<file path="src/rtl/sic_pkg.sv">
package sic_pkg;
  localparam int unsigned DATA_W = 32;
  localparam int unsigned ADDR_W = 12;
  localparam int unsigned WORD_W = ADDR_W - 2;

  typedef enum logic [WORD_W-1:0] {
    W_STATUS   = 10'd0,
    W_RAW      = 10'd1,
    W_EN       = 10'd2,
    W_EN_CLR   = 10'd3,
    W_SOFT     = 10'd4,
    W_SOFT_CLR = 10'd5,
    W_PT       = 10'd8,
    W_PT_CLR   = 10'd9
  } word_e;

  function automatic logic [DATA_W-1:0] range_mask(int unsigned lo, int unsigned hi);
    logic [DATA_W-1:0] m;
    m = '0;
    for (int unsigned b = 0; b < DATA_W; b++)
      if (b >= lo && b <= hi) m[b] = 1'b1;
    return m;
  endfunction
endpackage

</file>
<file path="src/rtl/sic_level_reg.sv">
module sic_level_reg #(
  parameter int unsigned N = sic_pkg::DATA_W
) (
  input  logic         clk_i,
  input  logic         rst_ni,
  input  logic [N-1:0] irq_i,
  output logic [N-1:0] raw_o
);
  logic [N-1:0] raw_q;
  logic         seen_q;

  always_ff @(posedge clk_i or negedge rst_ni) begin
    if (!rst_ni) begin
      raw_q  <= '0;
      seen_q <= 1'b0;
    end else begin
      raw_q  <= irq_i;
      seen_q <= 1'b1;
    end
  end

  assign raw_o = raw_q;

  a_r2_raw_follow: assert property (@(posedge clk_i) disable iff (!rst_ni)
    seen_q |-> (raw_q == $past(irq_i)));
endmodule

</file>
<file path="src/rtl/sic_regfile.sv">
module sic_regfile
  import sic_pkg::*;
#(
  parameter int unsigned PT_LO = 21,
  parameter int unsigned PT_HI = 30
) (
  input  logic              clk_i,
  input  logic              rst_ni,
  input  logic              bus_valid_i,
  input  logic              bus_write_i,
  input  logic [ADDR_W-1:0] bus_addr_i,
  input  logic [DATA_W-1:0] bus_wdata_i,
  input  logic [DATA_W-1:0] raw_i,
  output logic [DATA_W-1:0] en_o,
  output logic [DATA_W-1:0] pt_o,
  output logic [DATA_W-1:0] rdata_o
);
  localparam logic [DATA_W-1:0] WIN = range_mask(PT_LO, PT_HI);

  logic [WORD_W-1:0] word;
  logic              wr_req, rd_req, nz;
  logic              unused_addr_lsb;
  logic [DATA_W-1:0] en_q, en_d, pt_q, pt_d, rd_val, rdata_q;
  logic              wr_known, rd_known;

  assign word            = bus_addr_i[ADDR_W-1:2];
  assign unused_addr_lsb = ^bus_addr_i[1:0];
  assign wr_req          = bus_valid_i & bus_write_i;
  assign rd_req          = bus_valid_i & ~bus_write_i;
  assign nz              = |bus_wdata_i;

  always_comb begin
    en_d     = en_q;
    pt_d     = pt_q;
    wr_known = 1'b1;
    case (word)
      W_EN:       en_d = en_q | bus_wdata_i;
      W_EN_CLR:   en_d = en_q & ~bus_wdata_i;
      W_SOFT:     en_d = {en_q[DATA_W-1:1], en_q[0] | nz};
      W_SOFT_CLR: en_d = {en_q[DATA_W-1:1], en_q[0] & ~nz};
      W_PT:       pt_d = pt_q | (bus_wdata_i & WIN);
      W_PT_CLR:   pt_d = pt_q & ~bus_wdata_i;
      default:    wr_known = 1'b0;
    endcase
  end

  always_comb begin
    rd_known = 1'b1;
    case (word)
      W_STATUS: rd_val = raw_i & en_q;
      W_RAW:    rd_val = raw_i;
      W_EN:     rd_val = en_q;
      W_SOFT:   rd_val = {{(DATA_W-1){1'b0}}, raw_i[0]};
      W_PT:     rd_val = pt_q;
      default: begin
        rd_val   = '0;
        rd_known = 1'b0;
      end
    endcase
  end

  always_ff @(posedge clk_i or negedge rst_ni) begin
    if (!rst_ni) begin
      en_q    <= '0;
      pt_q    <= '0;
      rdata_q <= '0;
    end else begin
      if (wr_req) begin
        en_q <= en_d;
        pt_q <= pt_d;
      end
      if (rd_req) rdata_q <= rd_val;
    end
  end

  assign en_o    = en_q;
  assign pt_o    = pt_q;
  assign rdata_o = rdata_q;

  a_r3_en_set: assert property (@(posedge clk_i) disable iff (!rst_ni)
    (wr_req && word == W_EN) |=> ((en_q & $past(bus_wdata_i)) == $past(bus_wdata_i)));
  a_r3_en_clr: assert property (@(posedge clk_i) disable iff (!rst_ni)
    (wr_req && word == W_EN_CLR) |=> ((en_q & $past(bus_wdata_i)) == '0));
  a_r5_soft_clr: assert property (@(posedge clk_i) disable iff (!rst_ni)
    (wr_req && word == W_SOFT_CLR && nz) |=> !en_q[0]);
  a_r6_pt_window: assert property (@(posedge clk_i) disable iff (!rst_ni)
    (wr_req && word == W_PT) |=> (pt_q == ($past(pt_q) | ($past(bus_wdata_i) & WIN))));
  a_r7_pt_clr: assert property (@(posedge clk_i) disable iff (!rst_ni)
    (wr_req && word == W_PT_CLR) |=> ((pt_q & $past(bus_wdata_i)) == '0));
  a_r9_undef_wr: assert property (@(posedge clk_i) disable iff (!rst_ni)
    (wr_req && !wr_known) |=> ($stable(en_q) && $stable(pt_q)));
  a_r9_undef_rd: assert property (@(posedge clk_i) disable iff (!rst_ni)
    (rd_req && !rd_known) |=> (rdata_q == '0));
  a_r10_rd_hold: assert property (@(posedge clk_i) disable iff (!rst_ni)
    !rd_req |=> $stable(rdata_q));
endmodule

</file>
<file path="src/rtl/sic_out_map.sv">
module sic_out_map
  import sic_pkg::*;
#(
  parameter int unsigned PT_LO    = 21,
  parameter int unsigned PT_HI    = 30,
  parameter int unsigned COMB_IDX = 31
) (
  input  logic              clk_i,
  input  logic              rst_ni,
  input  logic [DATA_W-1:0] raw_i,
  input  logic [DATA_W-1:0] en_i,
  input  logic [DATA_W-1:0] pt_i,
  output logic [DATA_W-1:0] irq_o
);
  localparam logic [DATA_W-1:0] WIN = range_mask(PT_LO, PT_HI);

  logic unused_pt;
  assign unused_pt = ^(pt_i & ~WIN);

  for (genvar i = 0; i < DATA_W; i++) begin : g_line
    if (i == COMB_IDX) begin : g_comb
      assign irq_o[i] = |(raw_i & en_i);
    end else if (i >= PT_LO && i <= PT_HI) begin : g_pt
      assign irq_o[i] = pt_i[i] & raw_i[i];
    end else begin : g_off
      assign irq_o[i] = 1'b0;
    end
  end

  a_r8_quiet_low: assert property (@(posedge clk_i) disable iff (!rst_ni)
    ((irq_o & ~WIN & ~(DATA_W'(1) << COMB_IDX)) == '0));
  a_r8_pt_gated: assert property (@(posedge clk_i) disable iff (!rst_ni)
    ((irq_o & WIN & ~pt_i) == '0));
endmodule

</file>
<file path="src/rtl/sec_irq_ctrl.sv">
module sec_irq_ctrl
  import sic_pkg::*;
#(
  parameter int unsigned PT_LO    = 21,
  parameter int unsigned PT_HI    = 30,
  parameter int unsigned COMB_IDX = 31
) (
  input  logic              clk_i,
  input  logic              rst_ni,
  input  logic [DATA_W-1:0] irq_i,
  input  logic              bus_valid_i,
  input  logic              bus_write_i,
  input  logic [ADDR_W-1:0] bus_addr_i,
  input  logic [DATA_W-1:0] bus_wdata_i,
  output logic [DATA_W-1:0] bus_rdata_o,
  output logic [DATA_W-1:0] irq_o
);
  logic [DATA_W-1:0] raw, en, pt;

  sic_level_reg #(.N(DATA_W)) u_level (
    .clk_i (clk_i),
    .rst_ni(rst_ni),
    .irq_i (irq_i),
    .raw_o (raw)
  );

  sic_regfile #(.PT_LO(PT_LO), .PT_HI(PT_HI)) u_regs (
    .clk_i      (clk_i),
    .rst_ni     (rst_ni),
    .bus_valid_i(bus_valid_i),
    .bus_write_i(bus_write_i),
    .bus_addr_i (bus_addr_i),
    .bus_wdata_i(bus_wdata_i),
    .raw_i      (raw),
    .en_o       (en),
    .pt_o       (pt),
    .rdata_o    (bus_rdata_o)
  );

  sic_out_map #(.PT_LO(PT_LO), .PT_HI(PT_HI), .COMB_IDX(COMB_IDX)) u_out (
    .clk_i (clk_i),
    .rst_ni(rst_ni),
    .raw_i (raw),
    .en_i  (en),
    .pt_i  (pt),
    .irq_o (irq_o)
  );

  a_r4_comb_rise: assert property (@(posedge clk_i) disable iff (!rst_ni)
    $rose(irq_o[COMB_IDX]) |-> ((raw & en) != '0));
endmodule

</file>
<file path="config.mk">
export PLATFORM = sky130hd
export DESIGN_NAME = sec_irq_ctrl
export DESIGN_NICKNAME = d
export VERILOG_FILES = /design/src/rtl/sic_pkg.sv /design/src/rtl/sic_level_reg.sv /design/src/rtl/sic_regfile.sv /design/src/rtl/sic_out_map.sv /design/src/rtl/sec_irq_ctrl.sv
export SDC_FILE = /design/constraint.sdc
export NUM_CORES = 1
export LEC_CHECK = 0
export BUFFER_PORTS_ARGS = -buffer_cell sky130_fd_sc_hd__buf_2
export CAP_MARGIN = 10
export CORE_UTILIZATION = 45
export CTS_CLUSTER_DIAMETER = 80
export DETAILED_ROUTE_END_ITERATION = 7
export MAX_ROUTING_LAYER = met4
export PLACE_DENSITY = 0.73
export SYNTH_ARGS = -nofsm -noshare
export SYNTH_HDL_FRONTEND = slang
export SYNTH_SLANG_ARGS = --single-unit
</file>
<file path="constraint.sdc">
create_clock -name clk_i -period 1.6 [get_ports clk_i]
set_clock_uncertainty 0.1 [all_clocks]
set_input_delay 0.08 -clock clk_i [delete_from_list [all_inputs] [get_ports clk_i]]
set_output_delay 0.08 -clock clk_i [all_outputs]
set_load 0.01 [all_outputs]
</file>
# After elaboration in Yosys (flattened, before gate mapping)
# Cells that the tools add are included.
[op_classes]
n_div = 0
n_addsub = 0
n_mul = 0
shift = 0
eq_ne = 7
reduce_logical = 9
n_lt_le_gt_ge = 0
mux = 3
bitwise_logic = 24
[op_table]
columns = ["operator", "n"]
rows = [
  ["$pmux 32 s5", 1],
  ["$pmux 32 s4", 1],
  ["$and 32x32->32", 3],
  ["$pmux 32 s2", 1],
  ["$reduce_or 32->1", 2],
  ["$not 32->32", 1],
  ["$or 32x31->32", 1],
  ["$or 32x32->32", 1],
  ["$eq 10x2->1 const B", 2],
  ["$eq 10x3->1 const B", 2],
  ["$eq 10x4->1 const B", 2],
  ["$and 1x1->1", 13],
  ["$eq 10x1->1 const B", 1],
  ["$logic_not 10->1", 1],
  ["$not 1->1", 4],
  ["$reduce_and 2->1", 2],
  ["$reduce_and 4->1", 1],
  ["$reduce_bool 2->1", 2],
  ["$reduce_bool 4->1", 1],
  ["$or 1x1->1", 1],
]
[word_totals]
in_bits = 80
register_bits = 128
ramBits = 0
romBits = 0
n_memories = 0
output_inout_bits = 64
latch_bits = 0
elab_cells = 48

# Longest topological paths before layout
# Gate-level depths: netlist of run 1.
[logic_depth]
ltp_word = 4
ltp_mapped = 7
mapped_depth_nobuf = 5

# Cells and area by module
# Synthesis of run 1 repeated with hierarchy kept, for this count alone.
[hier_totals]
cells_unflattened = 560
hier_area_um2 = 5914.4
[by_module_without_submodules]
columns = ["module", "seq_area_each_um2", "instances", "area_each_um2", "cells_per_inst"]
rows = [
  ["sic_regfile", 2402.3, 1, 4727.0, 475],
  ["sic_level_reg", 800.8, 1, 800.8, 32],
  ["sic_out_map", 0.0, 1, 386.6, 53],
]

# Least setup slack after synthesis of run 1
# OpenSTA, ideal clock, no wires.
[synth_timing]
kind = "input to register"
startpoint = "input bus_addr_i[9]"
endpoint = "register u_regs.pt_q[10] (netlist: u_regs.pt_o[10])"
cell_stages = 6
required_time_ns = 1.365
setup_time_ns = 0.135
setup_slack_ns = -0.060
n_path_buf = 1
arrival_time_ns = 1.425
path_cell_list = "nor4_4 -> nand2_1 -> nor4_1 -> and2_2 -> clkbuf_1 -> a21boi_0"
[synth_between]
elab_chain_len = 3
word_cells_on_any_way = 5
cone_classes = "eq/ne (2); mux (1); reduce/logical (2)"
[synth_lines]
columns = ["element", "line_no", "rtl"]
rows = [
  ["start, declared", "sec_irq_ctrl.sv:13", "input logic [ADDR_W-1:0] bus_addr_i,"],
  ["$eq 10x4->1, on equally long branches", "--", ""],
  ["$reduce_bool 2->1 (no source line)", "--", ""],
  ["$reduce_and 2->1 (no source line)", "--", ""],
  ["end signal, assigned", "sic_regfile.sv:70", "pt_q <= pt_d;"],
  ["end, declared", "sic_regfile.sv:23", "logic [DATA_W-1:0] en_q, en_d, pt_q, pt_d, rd_val, rdata_q;"],
]
# Parallel ways exist; a longest one is shown, timed or not.
# A chain may end at the register's enable or synchronous reset.

# Worst setup path in the final report of run 1
[layout_timing]
startpoint = "register u_regs.en_q[25] (netlist: u_regs.en_o[25])"
endpoint = "output irq_o[31]"
[layout_between]
elab_chain_len = 2
[layout_lines]
columns = ["element", "line_no", "rtl"]
rows = [
  ["start, declared", "sic_regfile.sv:23", ""],
  ["start signal, assigned", "sic_regfile.sv:69", "en_q <= en_d;"],
  ["$and 32x32->32", "sic_out_map.sv:22", "assign irq_o[i] = |(raw_i & en_i);"],
  ["$reduce_or 32->1", "sic_out_map.sv:22", ""],
  ["end, declared", "sec_irq_ctrl.sv:16", "output logic [DATA_W-1:0] irq_o"],
]
# Every way passes these cells.

==> results.sh, run 1 <==
export IMPL_status="complete, but fails checks"
export IMPL_violations="setup timing"
export IMPL_slew_viol_final=0
export IMPL_synthFlopType="dfrtp_1"
export IMPL_hold_viol=0
export IMPL_vias=5202
export IMPL_drt_iter0_markers=410
export IMPL_min_period_over_period_pct=134
export IMPL_rsz0062_at_grt="yes"
export IMPL_synth_compound_area_share_pct=15.5
export IMPL_place_congestion=0.850
export IMPL_vdd_drop_max_mv=0.738
export IMPL_synth_area_mux_share_pct=7.23
export IMPL_p_per_area_nw_per_um2=980
export IMPL_grt_use_total_pct=28.2
export IMPL_hpwlAfterDp_um=11400
export IMPL_synth_area_um2=5810
export IMPL_min_period_ps=2140
export IMPL_yosysWarningCount=0
export IMPL_clk_pin_slew_ps=60
export IMPL_layoutNonFillerInstCount=985
export IMPL_grt_overflow=0
export IMPL_die_area_um2=13400
export IMPL_maxCapViolations=0
export IMPL_postSynthCellCount=566
export IMPL_wl_per_cell_um=17.3
export IMPL_dp_cells=888
export IMPL_ys_seq_area_share_pct=55.1
export IMPL_routed_wl_um=17000
export IMPL_n_antenna_cell=0
export IMPL_synthSimpleGateAreaFrac_pct=13.8
export IMPL_clock_sinks=128
export IMPL_area_growth_syn_to_layout_pct=42.8
export IMPL_critical_path_class="flop to primary output"
export IMPL_port_buffers=120
export IMPL_r2r_end="u_regs.rdata_o[0]"
export IMPL_drc=0
export IMPL_drt_first_pass_iters=5
export IMPL_synth_edff_count=0
export IMPL_hp_class="input port to async pin"
export IMPL_cp_start_kind="flop"
export IMPL_synth_top_family_by_area="compound AO/OA/AOI/OAI gates"
export IMPL_reg2reg_depth=5
export IMPL_synthAdderAreaFrac_pct=0.172
export IMPL_rows=41
export IMPL_grt_first_pass_wirelength_um=27100
export IMPL_max_freq_mhz=467
export IMPL_finalSetupViolCount=1
export IMPL_viasPerCell=5.28
export IMPL_ys_ff_latch=128
export IMPL_fin_nets=880
export IMPL_antenna_found_initial=0
export IMPL_arrival_ps=1960
export IMPL_die_height_um=116
export IMPL_clkLatencyLatePin_ps=420
export IMPL_max_slew_margin_pct=44.8
export IMPL_async_flop_share_pct=100
export IMPL_fin_ws_ps=-541
export IMPL_synth_xor_area_share_pct=0.151
export IMPL_cts_buffer_depth=2
export IMPL_ant_nets=0
export IMPL_synth_avg_cell_area_um2=10.3
export IMPL_design_core_area_um2=12600
export IMPL_worstMarginPinSlew_ps=823
export IMPL_h_tree_depth=4
export IMPL_regToRegSetupSlack_ps=180
export IMPL_root_buffer="clkbuf_16"
export IMPL_cts_buffers=17
export IMPL_rr_startpoint="u_level.raw_o[0]"
export IMPL_start_util_pct=46.1
export IMPL_holdWs_ps=8.29
export IMPL_grt_pass1_vias=5269
export IMPL_grt_max_degree=64
export IMPL_synth_distinct_cells=41
export IMPL_cts_tree="yes"
export IMPL_p_leak_nw=4.27
export IMPL_drive_above_1_share_pct=28.2
export IMPL_cts_setup_buffers=0
export IMPL_cp_required_ps=1420
export IMPL_crit_path_end_kind="primary output"
export IMPL_ios=144
export IMPL_die_w_um=116
export IMPL_crit_fanout=2
-- through the flow --
| step | power, W | setup TNS [ps] | instance area (um2) | worst slack [ps] | utilization (%) |
|---|---|---|---|---|---|
| 2_1_floorplan | 0.00361 | -292 | 5890 | -10.1 | - |
| 3_3_place_gp | 0.00390 | -5460 | 6950 | -259 | 55.1 |
| 3_5_place_dp | 0.00391 | -7210 | 6950 | -223 | 55.1 |
| 4_1_cts | 0.00816 | -562 | 8250 | -562 | 65.4 |
| 5_1_grt | 0.00839 | -615 | 8300 | -568 | 65.8 |
| 6_report | 0.00813 | -541 | 8300 | -541 | 65.8 |
-- sequential cells by signal, summed over array words and instances (netlist names), named ones only --
signal          flops
u_regs.en_o        32
u_regs.rdata_o     32
u_regs.pt_o        22
u_level.raw_o      32
-- per-layer routing --
metal	part of all wire (%)	global-route usage (%)	vias up	routed length (um)
met2	49	45.2	246	8340
li1	-	-	2390	-
met5	0	-	-	0
met4	3.5	13.5	0	594
met3	6.1	5.65	48	1030
met1	41	34.3	2518	7050
-- report_power, final --
group	switching, W	internal, W
Sequential	0.0000426	0.00329
Combinational	0.000354	0.000310
Clock	0.00139	0.00274
-- final cells by class --
cell class / count / area, um2
multi-input cells: 363 / 2280
well taps: 172 / 215
clock inverters: 8 / 153
inverters: 42 / 158
repair buffers: 248 / 1810
clock buffers: 24 / 482
flip-flops and latches: 128 / 3200
fillers: 984 / 4320
-- cells by family (layout without fill, tap and decap cells) --
| logic type | after synthesis | in the layout |
|---|---|---|
| AOI/OAI and AO/OA | 140 | 140 |
| xor gates and xnor gates | 1 | 1 |
| adders and majority gates | 1 | 1 |
| buffers and inverters | 95 | 322 |
| DFF | 128 | 128 |
| muxes | 42 | 42 |
| other | 1 | 21 |
| and+or+nand+nor | 158 | 158 |
-- critical path, cell delays in order (launching register included) --
cell and delay [ps]:
dfrtp_1 400, a22oi_2 240, buf_4 150, nand4_1 140, or4_4 460, buf_6 140
-- cells in the final DEF (no fill, tap or decap), drive strengths merged, types with 21 or more instances in the layout --
cell type    synthesis  layout
mux2i               42      42
a21oi               25      25
a21boi              22      22
dlygate4sd3          0      65
clkbuf              22      24
nor2                28      28
a22oi               24      24
o21ai               26      26
conb                 1      21
nand2               84      84
o22ai               23      23
buf                 31     183
inv                 42      42
dfrtp              128     128
-- repair_timing --
action | 4_1_cts | 5_1_grt
hold buffers | 65 | 0
pin swaps | 1 | 0
hold endpoints to repair | 224 | 0
gates resized for setup | 3 | 7
endpoints found under the setup margin | 1 | 2
-- synth_stat cells (2+ instances only) --
cell / count / area share [%]
a21boi_0: 22 / 2.8
a21oi_1: 25 / 2.2
a221oi_1: 8 / 1.2
a22oi_1: 24 / 3.1
and2_1: 10 / 1.1
buf_1: 3 / 0.19
buf_2: 4 / 0.34
buf_4: 21 / 2.7
buf_6: 3 / 0.58
clkbuf_1: 22 / 1.4
dfrtp_1: 128 / 55
inv_1: 42 / 2.7
mux2i_1: 42 / 7.2
nand2_1: 84 / 5.4
nand2b_1: 3 / 0.32
nand3_1: 2 / 0.17
nand4_1: 6 / 0.65
nor2_1: 28 / 1.8
nor3_1: 2 / 0.17
nor4_1: 11 / 1.2
nor4_4: 3 / 1.1
o21a_1: 8 / 1.0
o21ai_0: 25 / 2.2
o22ai_1: 23 / 2.5
-- how the worst max path moves through the flow --
stage / startpoint / endpoint / slack [ps] / depth (start not counted)
floorplan: bus_addr_i[9] / u_regs.en_o[11] / -10 / 6
global placement: u_level.raw_o[25] / irq_o[31] / -260 / 5
detailed placement: u_level.raw_o[25] / irq_o[31] / -220 / 5
CTS: u_regs.en_o[25] / irq_o[31] / -560 / 5
global route: u_regs.en_o[25] / irq_o[31] / -570 / 5
finish: u_regs.en_o[25] / irq_o[31] / -540 / 5
Power figures use the tool's default switching activity.
==> run 2: changes to the inputs <==
- PLACE_DENSITY: 0.73 -> 0.69
==> results.sh, run 2 (synthesis results as in run 1) <==
export IMPL_crit_fanout=2
export IMPL_p_comb_share_pct=7.9
export IMPL_min_period_ps=2180
export IMPL_drive_above_1_share_pct=27.9
export IMPL_cts_buffer_depth=2
export IMPL_antenna_found_initial=1
export IMPL_grt_use_total_pct=27.5
export IMPL_worstMarginPinSlew_ps=831
export IMPL_wl_per_cell_um=17.1
export IMPL_hp_class="input port to async pin"
export IMPL_max_freq_mhz=458
export IMPL_hpwlAfterDp_um=11200
export IMPL_start_util_pct=46.1
export IMPL_p_leak_nw=4.29
export IMPL_cp_required_ps=1420
export IMPL_mostFrequentLayoutCells="128 x dfrtp_1, 117 x buf_2, 83 x nand2_1, 65 x dlygate4sd3_1, 53 x buf_4"
export IMPL_ant_nets=0
export IMPL_fin_ws_ps=-582
export IMPL_drt_iter0_markers=303
export IMPL_violations="setup timing"
export IMPL_cts_buffers=17
export IMPL_grt_first_pass_wirelength_um=26200
export IMPL_regToRegSetupSlack_ps=200
export IMPL_rows=41
export IMPL_seqPwrFrac_pct=39.9
export IMPL_placed_cell_area_um2=6980
export IMPL_ios=144
export IMPL_cts_tree="yes"
export IMPL_crit_path_end_kind="primary output"
export IMPL_drc=0
export IMPL_vias=5181
export IMPL_reg2reg_depth=4
export IMPL_viasPerCell=5.28
export IMPL_place_congestion=0.848
export IMPL_rr_startpoint="u_regs.en_o[19]"
export IMPL_status="complete, but fails checks"
export IMPL_die_w_um=116
export IMPL_r2r_end="u_regs.rdata_o[19]"
export IMPL_multi_input_area_um2=2260
export IMPL_power_switching_share_pct=21.5
export IMPL_seqCellArea_um2=3200
export IMPL_cp_start_kind="flop"
export IMPL_routed_wl_um=16800
export IMPL_final_common_cell="dfrtp_1"
export IMPL_fin_nets=877
export IMPL_nFillCells=972
export IMPL_finalSetupTns_ps=-582
export IMPL_p_sw_w=0.00179
export IMPL_area_growth_syn_to_layout_pct=43.4
export IMPL_finalSetupViolCount=1
export IMPL_final_area_um2=8340
export IMPL_port_buffers=120
export IMPL_cts_setup_buffers=0
export IMPL_p_int_w=0.00657
export IMPL_clock_sinks=128
export IMPL_rsz0062_at_grt="yes"
export IMPL_min_period_over_period_pct=136
export IMPL_maxCapViolations=0
export IMPL_drt_first_pass_iters=5
export IMPL_clkLatencyLatePin_ps=420
export IMPL_h_tree_depth=4
export IMPL_slew_viol_final=0
export IMPL_arrival_ps=2000
export IMPL_hold_viol=0
export IMPL_grt_overflow=0
export IMPL_root_buffer="clkbuf_16"
export IMPL_p_per_area_nw_per_um2=1000
export IMPL_design_core_area_um2=12600
export IMPL_clk_pin_slew_ps=60
export IMPL_critical_path_class="flop to primary output"
export IMPL_holdWs_ps=57.2
export IMPL_die_height_um=116
export IMPL_max_slew_margin_pct=44.2
export IMPL_grt_max_degree=53
export IMPL_die_area_um2=13400
export IMPL_grt_pass1_vias=5245
export IMPL_power_share_clock_pct=52.2
export IMPL_vdd_drop_max_mv=0.807
[run 2: layout make-up]
cell class / count / share of cell area (%)
Multi-Input combinational cell: 363 / 27.1
Inverter: 42 / 1.89
Sequential cell: 128 / 38.4
Clock buffer: 23 / 5.97
Timing Repair Buffer: 245 / 21.9
Tap cell: 172 / 2.58
Antenna cell: 1 / 0.0300
Clock inverter: 8 / 2.09
[run 2: timing repair]
action | 4_1_cts | 5_1_grt
endpoints found under the hold margin | 224 | 0
endpoints found under the setup margin | 1 | 2
pin swaps | 1 | 2
hold buffers | 65 | 0
resized for setup | 3 | 4
[run 2: metrics by stage]
stage               power (W)  utilization [%]  worst slack [ps]  std cells
CTS                   0.00839             65.9              -552        982
global route          0.00861             66.1              -633        982
detailed placement    0.00391             55.3              -218        886
global placement      0.00391             55.3              -254        886
floorplan             0.00361                -             -10.1        586
finish                0.00837             66.1              -582        982
[run 2: worst max-delay path by stage]
stage	startpoint	end	slack [ps]	cells after the start
2_1_floorplan	bus_addr_i[9]	u_regs.en_o[11]	-10	6
3_3_place_gp	u_level.raw_o[25]	irq_o[31]	-250	5
3_5_place_dp	u_level.raw_o[25]	irq_o[31]	-220	5
4_1_cts	u_regs.en_o[25]	irq_o[31]	-550	5
5_1_grt	u_regs.en_o[25]	irq_o[31]	-630	5
6_report	u_regs.en_o[25]	irq_o[31]	-580	5
[run 2: critical path: stages, from the launching register on]
cell	delay, ps
dfrtp_1	390
a22oi_2	260
buf_4	170
nand4_1	130
or4_4	480
buf_6	140
[run 2: power groups by stage]
stage	combinational (W)	clock [W]	sequential (W)
floorplan	0.000236	0	0.00338
global placement	0.000519	0	0.00339
detailed placement	0.000527	0	0.00339
CTS	0.000653	0.00441	0.00333
global route	0.000721	0.00455	0.00334
finish	0.000660	0.00437	0.00334
[run 2: routing by layer]
metal  up-vias  share of wire (%)  GRT usage [%]
li1       2391                  -              -
met1      2547                 43           33.0
met2       208                 50           44.0
met3        35                5.5           7.06
met4         0                2.0           11.7
met5         -                  0              -
